[config.mk]
export PLATFORM = sky130hd
export DESIGN_NAME = flash_bank_port
export DESIGN_NICKNAME = d
export VERILOG_FILES = /design/src/rtl/flash_bank_pkg.sv /design/src/rtl/fbp_bank_calc.sv /design/src/rtl/fbp_sample_filter.sv /design/src/rtl/fbp_sequencer.sv /design/src/rtl/flash_bank_port.sv
export SDC_FILE = /design/constraint.sdc
export NUM_CORES = 1
export LEC_CHECK = 0
export CAP_MARGIN = 20
export CORE_ASPECT_RATIO = 1.5
export CORE_MARGIN = 8
export CORE_UTILIZATION = 50
export DETAILED_ROUTE_END_ITERATION = 6
export PLACE_DENSITY = 0.76
export SLEW_MARGIN = 20
export SYNTH_ARGS = -nofsm -noshare
export SYNTH_HDL_FRONTEND = slang
export SYNTH_SLANG_ARGS = --single-unit
[constraint.sdc]
create_clock -name clk -period 4.65 [get_ports clk]
set_clock_uncertainty 0.15 [all_clocks]
set_input_delay 0.6975 -clock clk [delete_from_list [all_inputs] [get_ports clk]]
set_output_delay 0.6975 -clock clk [all_outputs]
set_load 0.01 [all_outputs]
[src/rtl/flash_bank_pkg.sv]
package flash_bank_pkg;

  localparam logic [1:0] REG_CTRL = 2'd0;
  localparam logic [1:0] REG_FADDR = 2'd1;
  localparam logic [1:0] REG_FDATA = 2'd2;
  localparam logic [1:0] REG_SEL = 2'd3;

  localparam int CTL_EN_BIT = 1;
  localparam int CTL_BANK_BIT = 3;
  localparam logic [15:0] CTL_WIDE_CLEAR = 16'h00F8;

  typedef enum logic [1:0] {
    OP_OPEN  = 2'd0,
    OP_CLOSE = 2'd1,
    OP_READ  = 2'd2,
    OP_WRITE = 2'd3
  } op_e;

  // 1 MiB mode: clear bank field, insert upper address nibble, set bank bit
  function automatic logic [15:0] wide_bank_word(input logic [15:0] cur,
                                                 input logic [3:0] upper);
    logic [15:0] w;
    w = cur & ~CTL_WIDE_CLEAR;
    w[7:4] = upper;
    w[CTL_BANK_BIT] = 1'b1;
    return w;
  endfunction

  // 128 KiB mode: bank bit follows address bit 16
  function automatic logic [15:0] narrow_bank_word(input logic [15:0] cur,
                                                   input logic b16);
    logic [15:0] w;
    w = cur;
    w[CTL_BANK_BIT] = b16;
    return w;
  endfunction

endpackage

[src/rtl/fbp_bank_calc.sv]
module fbp_bank_calc
  import flash_bank_pkg::*;
#(
  parameter bit LARGE_PART = 1'b0,
  parameter int ADDR_W = 20,
  parameter int ROM_BYTES = 1 << 17
) (
  input  logic [15:0]       shadow,
  input  logic [ADDR_W-1:0] addr,
  output logic [15:0]       bank_word,
  output logic              bank_chg,
  output logic              sel_hi
);
  localparam logic [ADDR_W-1:0] HALF_A = ADDR_W'(ROM_BYTES / 2);

  generate
    if (LARGE_PART) begin : g_wide
      assign bank_word = wide_bank_word(shadow, addr[ADDR_W-1:16]);
      assign bank_chg = 1'b1;
      assign sel_hi = 1'b0;
    end else begin : g_narrow
      assign bank_word = narrow_bank_word(shadow, addr[16]);
      assign bank_chg = shadow[CTL_BANK_BIT] != addr[16];
      assign sel_hi = addr >= HALF_A;
    end
  endgenerate

endmodule

[src/rtl/fbp_sample_filter.sv]
module fbp_sample_filter #(
  parameter bit FILTER = 1'b1,
  parameter int MAX_TRIES = 16
) (
  input  logic        clk,
  input  logic        rst_n,
  input  logic        clear,
  input  logic        smp_v,
  input  logic [15:0] smp,
  output logic        done,
  output logic        bad,
  output logic [15:0] value
);
  localparam int TW = $clog2(MAX_TRIES + 1);

  assign value = smp;

  generate
    if (FILTER) begin : g_filter
      logic [TW-1:0] cnt;
      logic [15:0] prev;
      logic agree, last_try;

      always_ff @(posedge clk) begin
        if (!rst_n || clear) begin
          cnt <= '0;
          prev <= '0;
        end else if (smp_v) begin
          prev <= smp;
          cnt <= cnt + 1'b1;
        end
      end

      assign agree = (cnt != '0) && (smp == prev);
      assign last_try = cnt == TW'(MAX_TRIES - 1);
      assign done = smp_v && (agree || last_try);
      assign bad = smp_v && last_try && !agree;

      assert_tries_bound_R9: assert property (@(posedge clk) disable iff (!rst_n)
        cnt <= TW'(MAX_TRIES));
      assert_no_early_quit_R8: assert property (@(posedge clk) disable iff (!rst_n)
        (smp_v && !last_try && (cnt == '0)) |-> !done);
    end else begin : g_single
      assign done = smp_v;
      assign bad = 1'b0;
    end
  endgenerate

endmodule

[src/rtl/fbp_sequencer.sv]
module fbp_sequencer
  import flash_bank_pkg::*;
#(
  parameter bit LARGE_PART = 1'b0,
  parameter int ADDR_W = 20
) (
  input  logic              clk,
  input  logic              rst_n,
  input  logic              cmd_valid,
  input  logic [1:0]        cmd_op,
  input  logic [ADDR_W-1:0] cmd_addr,
  input  logic [7:0]        cmd_wdata,
  output logic              cmd_ack,
  output logic [7:0]        cmd_rdata,
  output logic              cmd_err,
  output logic              bus_req,
  output logic              bus_we,
  output logic [1:0]        bus_reg,
  output logic [15:0]       bus_wdata,
  input  logic              bus_ack,
  input  logic [15:0]       bus_rdata,
  output logic [15:0]       shadow,
  output logic [ADDR_W-1:0] addr_q,
  input  logic [15:0]       bank_word,
  input  logic              bank_chg,
  input  logic              sel_hi,
  output logic              flt_clear,
  output logic              smp_v,
  output logic [15:0]       smp,
  input  logic              flt_done,
  input  logic              flt_bad,
  input  logic [15:0]       flt_value
);
  typedef enum logic [3:0] {
    S_IDLE, S_PLAN, S_CW, S_CR, S_SW, S_SR, S_AW, S_DW, S_DR, S_DONE
  } st_e;

  st_e st;
  op_e op_q;
  logic [7:0] wd_q;
  logic [15:0] cw_q;
  logic sel_q, sv_q;

  always_ff @(posedge clk) begin
    if (!rst_n) begin
      st <= S_IDLE;
      op_q <= OP_OPEN;
      addr_q <= '0;
      wd_q <= '0;
      cw_q <= '0;
      shadow <= '0;
      sel_q <= 1'b0;
      sv_q <= 1'b0;
      cmd_rdata <= '0;
      cmd_err <= 1'b0;
    end else begin
      unique case (st)
        S_IDLE: if (cmd_valid) begin
          op_q <= op_e'(cmd_op);
          addr_q <= cmd_addr;
          wd_q <= cmd_wdata;
          cmd_err <= 1'b0;
          unique case (op_e'(cmd_op))
            OP_OPEN: begin
              cw_q <= shadow | (16'd1 << CTL_EN_BIT);
              st <= S_CW;
            end
            OP_CLOSE: begin
              cw_q <= shadow & ~(16'd1 << CTL_EN_BIT);
              st <= S_CW;
            end
            default: st <= S_PLAN;
          endcase
        end
        S_PLAN: begin
          if (!LARGE_PART && (sel_hi != sel_q)) begin
            sv_q <= sel_hi;
            st <= S_SW;
          end else if (bank_chg) begin
            cw_q <= bank_word;
            st <= S_CW;
          end else begin
            st <= S_AW;
          end
        end
        S_CW: if (bus_ack) begin
          shadow <= cw_q;
          st <= S_CR;
        end
        S_CR: if (bus_ack) begin
          if (op_q == OP_OPEN && !LARGE_PART) begin
            sv_q <= 1'b0;
            st <= S_SW;
          end else if (op_q == OP_OPEN || op_q == OP_CLOSE) begin
            st <= S_DONE;
          end else begin
            st <= S_AW;
          end
        end
        S_SW: if (bus_ack) begin
          sel_q <= sv_q;
          st <= S_SR;
        end
        S_SR: if (bus_ack) st <= (op_q == OP_OPEN) ? S_DONE : S_PLAN;
        S_AW: if (bus_ack) st <= (op_q == OP_WRITE) ? S_DW : S_DR;
        S_DW: if (bus_ack) st <= S_DONE;
        S_DR: if (bus_ack && flt_done) begin
          cmd_rdata <= flt_value[7:0];
          cmd_err <= flt_bad;
          st <= S_DONE;
        end
        S_DONE: st <= S_IDLE;
        default: st <= S_IDLE;
      endcase
    end
  end

  always_comb begin
    bus_req = 1'b1;
    bus_we = 1'b0;
    bus_reg = REG_CTRL;
    bus_wdata = '0;
    unique case (st)
      S_CW: begin bus_we = 1'b1; bus_wdata = cw_q; end
      S_CR: ;
      S_SW: begin bus_we = 1'b1; bus_reg = REG_SEL; bus_wdata = {15'd0, sv_q}; end
      S_SR: bus_reg = REG_SEL;
      S_AW: begin bus_we = 1'b1; bus_reg = REG_FADDR; bus_wdata = addr_q[15:0]; end
      S_DW: begin bus_we = 1'b1; bus_reg = REG_FDATA; bus_wdata = {8'd0, wd_q}; end
      S_DR: bus_reg = REG_FDATA;
      default: bus_req = 1'b0;
    endcase
  end

  assign cmd_ack = st == S_DONE;
  assign flt_clear = st == S_AW;
  assign smp_v = (st == S_DR) && bus_ack;
  assign smp = bus_rdata;

  assert_ack_pulse_R12: assert property (@(posedge clk) disable iff (!rst_n)
    cmd_ack |=> !cmd_ack);
  assert_bus_hold_R12: assert property (@(posedge clk) disable iff (!rst_n)
    (bus_req && !bus_ack) |=> (bus_req && $stable(bus_reg) && $stable(bus_we)
                               && $stable(bus_wdata)));
  assert_readback_R6: assert property (@(posedge clk) disable iff (!rst_n)
    (bus_req && bus_ack && bus_we && (bus_reg == REG_CTRL || bus_reg == REG_SEL))
      |=> (bus_req && !bus_we && bus_reg == $past(bus_reg)));

  generate
    if (LARGE_PART) begin : g_chk_wide
      assert_bank_field_R5: assert property (@(posedge clk) disable iff (!rst_n)
        (bus_req && bus_reg == REG_FDATA) |->
          (shadow[7:4] == addr_q[ADDR_W-1:16] && shadow[CTL_BANK_BIT]));
      assert_no_select_R2: assert property (@(posedge clk) disable iff (!rst_n)
        bus_req |-> bus_reg != REG_SEL);
    end else begin : g_chk_narrow
      assert_bank_bit_R4: assert property (@(posedge clk) disable iff (!rst_n)
        (bus_req && bus_reg == REG_FDATA) |-> shadow[CTL_BANK_BIT] == addr_q[16]);
      assert_select_R11: assert property (@(posedge clk) disable iff (!rst_n)
        (bus_req && bus_reg == REG_FDATA) |-> sel_q == sel_hi);
    end
  endgenerate

endmodule

[src/rtl/flash_bank_port.sv]
module flash_bank_port
  import flash_bank_pkg::*;
#(
  parameter bit LARGE_PART = 1'b0,
  parameter int ADDR_W = 20,
  parameter int MAX_TRIES = 16
) (
  input  logic              clk,
  input  logic              rst_n,
  input  logic              cmd_valid,
  input  logic [1:0]        cmd_op,
  input  logic [ADDR_W-1:0] cmd_addr,
  input  logic [7:0]        cmd_wdata,
  output logic              cmd_ack,
  output logic [7:0]        cmd_rdata,
  output logic              cmd_err,
  output logic              bus_req,
  output logic              bus_we,
  output logic [1:0]        bus_reg,
  output logic [15:0]       bus_wdata,
  input  logic              bus_ack,
  input  logic [15:0]       bus_rdata
);
  localparam int ROM_BYTES = LARGE_PART ? (1 << ADDR_W) : (1 << 17);

  logic [15:0] shadow, bank_word, smp, flt_value;
  logic [ADDR_W-1:0] addr_q;
  logic bank_chg, sel_hi, flt_clear, smp_v, flt_done, flt_bad;

  fbp_bank_calc #(
    .LARGE_PART(LARGE_PART), .ADDR_W(ADDR_W), .ROM_BYTES(ROM_BYTES)
  ) u_calc (
    .shadow(shadow), .addr(addr_q), .bank_word(bank_word),
    .bank_chg(bank_chg), .sel_hi(sel_hi)
  );

  fbp_sample_filter #(
    .FILTER(!LARGE_PART), .MAX_TRIES(MAX_TRIES)
  ) u_filter (
    .clk(clk), .rst_n(rst_n), .clear(flt_clear), .smp_v(smp_v), .smp(smp),
    .done(flt_done), .bad(flt_bad), .value(flt_value)
  );

  fbp_sequencer #(
    .LARGE_PART(LARGE_PART), .ADDR_W(ADDR_W)
  ) u_seq (
    .clk(clk), .rst_n(rst_n),
    .cmd_valid(cmd_valid), .cmd_op(cmd_op), .cmd_addr(cmd_addr),
    .cmd_wdata(cmd_wdata), .cmd_ack(cmd_ack), .cmd_rdata(cmd_rdata),
    .cmd_err(cmd_err),
    .bus_req(bus_req), .bus_we(bus_we), .bus_reg(bus_reg),
    .bus_wdata(bus_wdata), .bus_ack(bus_ack), .bus_rdata(bus_rdata),
    .shadow(shadow), .addr_q(addr_q), .bank_word(bank_word),
    .bank_chg(bank_chg), .sel_hi(sel_hi),
    .flt_clear(flt_clear), .smp_v(smp_v), .smp(smp),
    .flt_done(flt_done), .flt_bad(flt_bad), .flt_value(flt_value)
  );

endmodule

==> impl_results.rst, run 1 <==
.. list-table::
   :header-rows: 1

   * - Metric
     - Value
   * - Terminus of the critical flop-to-flop path
     - u_filter.g_filter.cnt[4]
   * - Critical Path End Type
     - primary output
   * - Utilization of the core after routing
     - 0.631
   * - Hold slack final
     - 314 ps
   * - Dominant register cell in the synthesized netlist
     - dfxtp_1
   * - Cts bufs inserted
     - 9
   * - Total of buffers placed on input and output ports
     - 79
   * - Number of post-CTS setup repair buffers
     - 0
   * - Detailed-router iteration count before antenna repair
     - 4
   * - Setup ws final
     - 952 ps
   * - YS warnings
     - 0
   * - Origin of the worst setup path
     - u_seq.st[0]
   * - Worst-case reg-to-reg path depth
     - 4
   * - Startpoint of the worst register-to-register path
     - u_seq.st[0]
   * - Total number of H-tree levels
     - 3
   * - NumNets Final
     - 662
   * - Critical path peak fanout
     - 25
   * - Maximum clock frequency
     - 0.270 GHz
   * - Post-Place Worst Slack
     - 1320 ps
   * - Maximum ir drop on the vdd rail
     - 0.278 mV
   * - Final WL
     - 11,400 um
   * - Core area
     - 9090 um2
   * - Post_cts resized
     - 0
   * - Die Y-Extent
     - 134 um
   * - Number of DRC markers in iteration 0
     - 184
   * - Most common library cells after synthesis
     - 156 x nand2_1, 98 x dfxtp_1, 46 x a21boi_0, 32 x clkbuf_1, 31 x a21oi_1
   * - Nature of the critical path startpoint
     - register
   * - Mapped Avg Cell Area
     - 8.34 um2
   * - Post-DP HPWL
     - 8020 um
   * - Leading post-synthesis cells by cell area
     - dfxtp_1 43%, nand2_1 13%, a21boi_0 7.5%, mux2i_1 5.9%, a21oi_1 3.4%
   * - Number of diodes
     - 0
   * - Post-route ant nets
     - 0
   * - Via count of the first global-routing pass
     - 3,957
   * - Final setup vio count
     - 0
   * - Routed wirelength normalized by instance count
     - 15.7 um
   * - Number of placement rows
     - 43
   * - Share of the clock period used by the worst path after layout
     - 0.795
   * - Max-cap check violation count
     - 0
   * - CP endpoint
     - bus_wdata[5]
   * - Count of flip-flops with a built-in enable after synthesis
     - 0
   * - Area share of the leading cell type in the synthesized netlist
     - 0.425
   * - Aggregate negative setup slack
     - 0 ps
   * - Effective utilization at floorplan
     - 0.507
   * - Flops & latches, synth
     - 98
   * - Pins over their slew limit
     - 0
   * - Cell accounting for the most synthesized area
     - dfxtp_1
   * - Synth-to-layout area growth
     - 24.3%
   * - CTS Root Buffer Type
     - clkbuf_16
   * - CP required
     - 3800 ps
   * - Floorplan die width
     - 94.4 um
   * - Wire length of the first global-routing pass
     - 18,900 um
   * - Drc violations
     - 0
   * - Post-synth net total
     - 606
   * - Clock insertion delay at the later pin of the skew report
     - 350 ps
   * - Headroom to the max-slew limit
     - 0.405
   * - Placer congestion estimate
     - 0.836
   * - All-Layer GR Usage
     - 0.187
   * - Pin count of the biggest net entering global routing
     - 88
   * - Vias per cell
     - 5.48
   * - Async S/R FF share, synth
     - 0
   * - Netlist cell types
     - 52
   * - Hold buffer count at CTS
     - 0
   * - Status
     - finished clean
   * - CTS tree
     - done
   * - Count of boundary I/O pins
     - 80
   * - Endpoints failing hold
     - 0
   * - Instance count of the mapped netlist
     - 553
   * - Data arrival time at the worst-slack endpoint
     - 2850 ps
   * - Startpoint-to-endpoint class of the critical path
     - reg -> out
   * - Hold Crit Class
     - reg -> reg
   * - Clock sink count
     - 98
   * - Via count of the routed design
     - 3,981
   * - Antenna violations before repair
     - 0
   * - Post-synthesis cell area
     - 4610 um2
   * - Fraction of layout instances using a drive strength above 1
     - 0.0521
   * - Overall die area
     - 12,600 um2
   * - Sum of internal, switching and leakage power
     - 0.00262 W
   * - Global-route congestion overflow total
     - 0
   * - Register-to-register setup slack
     - 1790 ps
   * - Cell with the most instances after synthesis
     - nand2_1
   * - Leakage
     - 2.11 nW
   * - Part of the Yosys area used for sequential elements
     - 0.425
   * - Pwr Density
     - 457 nW/um2
   * - Max clock buf depth
     - 2
   * - Unrepaired setup endpoints after global routing
     - no
   * - Clock transition at the registers of the reported paths
     - 70 ps
   * - Worst Max-Slew Pin Slew
     - 881 ps
   * - Final worst path period need
     - 3700 ps
-- flip-flops by register name, indices dropped and copies added, names as in the netlist --
| signal | flops |
|---|---|
| u_filter.g_filter.prev | 16 |
| u_seq.cmd_err | 1 |
| u_filter.g_filter.cnt | 5 |
| u_seq.cmd_rdata | 8 |
| u_seq.op_q | 2 |
| u_seq.wd_q | 8 |
| u_seq.addr_q | 20 |
| u_seq.shadow | 16 |
| u_seq.sv_q | 1 |
| u_seq.st | 4 |
| u_seq.sel_q | 1 |
| u_seq.cw_q | 16 |
-- final cells by class --
| cell class | instances | area, um2 |
|---|---|---|
| flip-flops and latches | 98 | 1960 |
| clock inverters | 5 | 62.6 |
| repair buffers | 84 | 823 |
| well taps | 112 | 140 |
| inverters | 15 | 56.3 |
| multi-input cells | 401 | 2450 |
| fillers | 808 | 3360 |
| clock buffers | 11 | 243 |
-- cells by family (layout without fill, tap and decap cells) --
group,Yosys count,after routing,synth area share
AND/OR/NAND/NOR,229,229,0.233
AO/OA/AOI/OAI,122,122,0.188
flip-flops,98,98,0.425
buffers and inverters,54,115,0.0483
multiplexers,27,27,0.0586
XOR/XNOR,20,20,0.0380
adder cells (fa/ha/maj),3,3,0.00814
-- per-stage QoR --
step	cells	instance area [um2]
2_1_floorplan	553	4610
3_3_place_gp	710	5430
3_5_place_dp	710	5430
4_1_cts	726	5730
5_1_grt	726	5730
6_report	726	5730
-- critical path: stages (launching register included) --
cell	delay, ps
dfxtp_1	880
nor2_1	190
and3_1	510
a222oi_1	350
inv_1	80
clkdlybuf4s50_1	490
-- where the power goes --
| part | internal, W | leakage, nW | total, W | switching [W] |
|---|---|---|---|---|
| combinational | 0.000336 | 1.17 | 0.000806 | 0.000470 |
| sequential | 0.000925 | 0.794 | 0.00106 | 0.000130 |
| clock | 0.000435 | 0.148 | 0.000757 | 0.000321 |
| total | 0.00170 | 2.11 | 0.00262 | 0.000922 |
-- layout by cell type, fill, tap and decap left out, drive strengths merged, types with 2 or more instances in the layout --
cell type        n
a211oi           2
a21boi          46
a21oi           31
a222oi           7
a22o             8
a22oi            2
and2             3
and3             7
and3b            2
buf              6
clkbuf          11
clkdlybuf4s50   78
clkinv           2
dfxtp           98
ha               3
inv             16
mux2i           27
nand2          157
nand2b           5
nand3            3
nand3b           2
nand4            2
nor2            15
nor2b           18
nor3             3
nor4             5
nor4b            2
o21a             3
o21ai           12
o41ai            3
or3              3
xnor2            6
xor2            14
-- worst min-delay path by stage --
stage / startpoint / endpoint / slack [ps] / depth (start not counted)
2_1_floorplan: u_seq.shadow[15] / u_seq.shadow[15] / 290 / 2
3_3_place_gp: u_seq.shadow[15] / u_seq.shadow[15] / 290 / 2
3_5_place_dp: u_seq.cmd_rdata[7] / u_seq.cmd_rdata[7] / 310 / 2
4_1_cts: u_seq.cmd_rdata[0] / u_seq.cmd_rdata[0] / 320 / 2
5_1_grt: u_seq.cmd_rdata[4] / u_seq.cmd_rdata[4] / 330 / 2
6_report: u_seq.cmd_rdata[7] / u_seq.cmd_rdata[7] / 310 / 2
-- routing by layer --
layer,part of all wire,routed length (um),up-vias,global-route usage
li1,-,-,1980,-
met1,0.39,4480,1913,0.194
met2,0.55,6210,78,0.343
met3,0.047,533,10,0.0546
met4,0.013,144,0,0.0602
met5,0,0,-,0
Power figures use the tool's default switching activity.
==> run 2, diff against run 1 <==
--- a/config.mk
+++ b/config.mk
@@ -8,7 +8,7 @@
 export CAP_MARGIN = 20
 export CORE_ASPECT_RATIO = 1.5
 export CORE_MARGIN = 8
-export CORE_UTILIZATION = 50
+export CORE_UTILIZATION = 48
 export DETAILED_ROUTE_END_ITERATION = 6
 export PLACE_DENSITY = 0.76
 export SLEW_MARGIN = 20
==> constraint.sdc (replaced) <==
create_clock -name clk -period 3 [get_ports clk]
set_clock_uncertainty 0.15 [all_clocks]
set_input_delay 0.45 -clock clk [delete_from_list [all_inputs] [get_ports clk]]
set_output_delay 0.45 -clock clk [all_outputs]
set_load 0.01 [all_outputs]
==> impl_results.rst, run 2 (synthesis gave the netlist of run 1 again) <==
.. list-table::
   :header-rows: 1

   * - Metric
     - Value
   * - Status
     - finished clean
   * - Die Y-Extent
     - 136 um (+1.8%)
   * - Max-cap check violation count
     - 0 (unchanged)
   * - Via count of the first global-routing pass
     - 3,954 (-0.076%)
   * - Data arrival time at the worst-slack endpoint
     - 2240 ps (-610 ps)
   * - Aggregate negative setup slack
     - 0 ps (unchanged)
   * - Wire length of the first global-routing pass
     - 18,600 um (-1.6%)
   * - Setup ws final
     - 163 ps (-789 ps)
   * - Maximum ir drop on the vdd rail
     - 0.437 mV (+57%)
   * - Clock sink count
     - 98 (unchanged)
   * - Core area
     - 9520 um2 (+4.7%)
   * - Fraction of layout instances using a drive strength above 1
     - 0.0703 (+0.0182)
   * - Final setup vio count
     - 0 (unchanged)
   * - Count of boundary I/O pins
     - 80 (unchanged)
   * - CTS tree
     - done
   * - Post-layout instance area
     - 5840 um2 (+1.9%)
   * - Maximum clock frequency
     - 0.352 GHz
   * - Register bank with the most flops
     - u_seq.addr_q
   * - Number of placement rows
     - 44 (+2.3%)
   * - Critical path peak fanout
     - 10 (-60%)
   * - Headroom to the max-slew limit
     - 0.356 (-0.0494)
   * - Nature of the critical path startpoint
     - register
   * - Synth-to-layout area growth
     - 26.6%
   * - Worst Max-Slew Pin Slew
     - 954 ps (+73.1 ps)
   * - Leading cell type in the layout, fill and taps excluded
     - nand2_1
   * - Unrepaired setup endpoints after global routing
     - no
   * - Pwr Density
     - 710 nW/um2 (+56%)
   * - Post-route ant nets
     - 0 (unchanged)
   * - Via count of the routed design
     - 3,971 (-0.25%)
   * - Floorplan die width
     - 96.0 um (+1.7%)
   * - Post-DP HPWL
     - 8200 um (+2.2%)
   * - NumNets Final
     - 674 (+1.8%)
   * - Max clock buf depth
     - 2 (unchanged)
   * - Detailed-router iteration count before antenna repair
     - 5 (+1)
   * - Antenna violations before repair
     - 0 (unchanged)
   * - Leakage
     - 2.17 nW (+3.1%)
   * - Total number of H-tree levels
     - 3 (unchanged)
   * - Routed wirelength normalized by instance count
     - 15.3 um (-2.5%)
   * - Startpoint-to-endpoint class of the critical path
     - reg -> out
   * - Drc violations
     - 0 (unchanged)
   * - Dpl cell area
     - 5520 um2 (+1.7%)
   * - Share of the clock period used by the worst path after layout
     - 0.946
   * - Cts bufs inserted
     - 9 (unchanged)
   * - Hold buffer count at CTS
     - 0 (unchanged)
   * - Number of post-CTS setup repair buffers
     - 0 (unchanged)
   * - Number of DRC markers in iteration 0
     - 182 (-1.1%)
   * - CP cell instances
     - buf_4 -> inv_1 -> and3_1 -> a22oi_1 -> nand2_1 -> clkdlybuf4s50_1
   * - Pins over their slew limit
     - 0 (unchanged)
   * - Global-route congestion overflow total
     - 0 (unchanged)
   * - Most frequent cells in the layout
     - 156 x nand2_1, 98 x dfxtp_1, 78 x clkdlybuf4s50_1, 46 x a21boi_0, 31 x a21oi_1
   * - Effective utilization at floorplan
     - 0.484 (-0.0230)
   * - CP required
     - 2400 ps (-1400 ps)
   * - Total of buffers placed on input and output ports
     - 79 (unchanged)
   * - Utilization of the core after routing
     - 0.613 (-0.0173)
   * - CTS Root Buffer Type
     - clkbuf_16
   * - Final WL
     - 11,300 um (-0.46%)
   * - Number of diodes
     - 0 (unchanged)
   * - Post-Place Worst Slack
     - 365 ps (-959 ps)
   * - Critical Path End Type
     - primary output
   * - Clock transition at the registers of the reported paths
     - 70 ps (about the same)
   * - Biggest cell delay along the critical path
     - 560 ps (-320 ps)
   * - Placer congestion estimate
     - 0.849 (+1.6%)
   * - Final worst path period need
     - 2840 ps
   * - Hold Crit Class
     - in -> reg
   * - Endpoints failing hold
     - 0 (unchanged)
   * - Cell with the largest stage delay on the worst path
     - dfxtp_1
   * - All-Layer GR Usage
     - 0.177 (-0.00990)
   * - Pin count of the biggest net entering global routing
     - 49 (-44%)
   * - Sum of internal, switching and leakage power
     - 0.00415 W (+58%)
   * - Overall die area
     - 13,100 um2 (+3.6%)
   * - Number of flip-flops under the largest register name
     - 20 (unchanged)
   * - Post_cts resized
     - 0 (unchanged)
   * - Clock insertion delay at the later pin of the skew report
     - 340 ps (about the same)
   * - Vias per cell
     - 5.36 (-2.3%)
## run 2: power breakdown
part	switching, W	internal (W)
sequential	0.000116	0.00143
clock	0.000486	0.000732
combinational	0.000816	0.000564
total	0.00142	0.00273
## run 2: metal layers
layer	vias to the layer above	global-route usage	wire length, um
met2	90	0.316	6050
met5	-	0	0
met4	0	0.0730	188
met1	1872	0.197	4520
met3	12	0.0332	546
li1	1997	-	-
## run 2: critical path: cells and delay by family (launching register included)
kind                   cells  cell delay, ps
buffers and inverters      3             850
AO/OA/AOI/OAI              1             200
flip-flops                 1             560
AND/OR/NAND/NOR            2             290
## run 2: area by class of cell
class,instances,area [um2]
sequential,98,1960
tap,115,144
fill,831,3680
clock buffer,10,229
multi-input combinational,401,2450
inverter,15,56.3
clock inverter,6,88.8
timing repair buffer,96,913
## run 2: through the flow
stage | hold slack (ps) | cells
after global routing | 272 | 741
after detailed placement | 299 | 725
final | 272 | 741
after global placement | 292 | 725
after floorplan | 285 | 553
after CTS | 264 | 741
## run 2: worst paths after layout
check	from	endpoint	slack, ps	cells past startpoint
max	u_seq.st[1]	bus_wdata[0]	160	6
min	rst_n	u_seq.cmd_rdata[4]	270	3
max reg2reg	u_seq.st[1]	u_seq.shadow[4]	710	7
min reg2reg	u_seq.shadow[15]	u_seq.shadow[15]	310	2
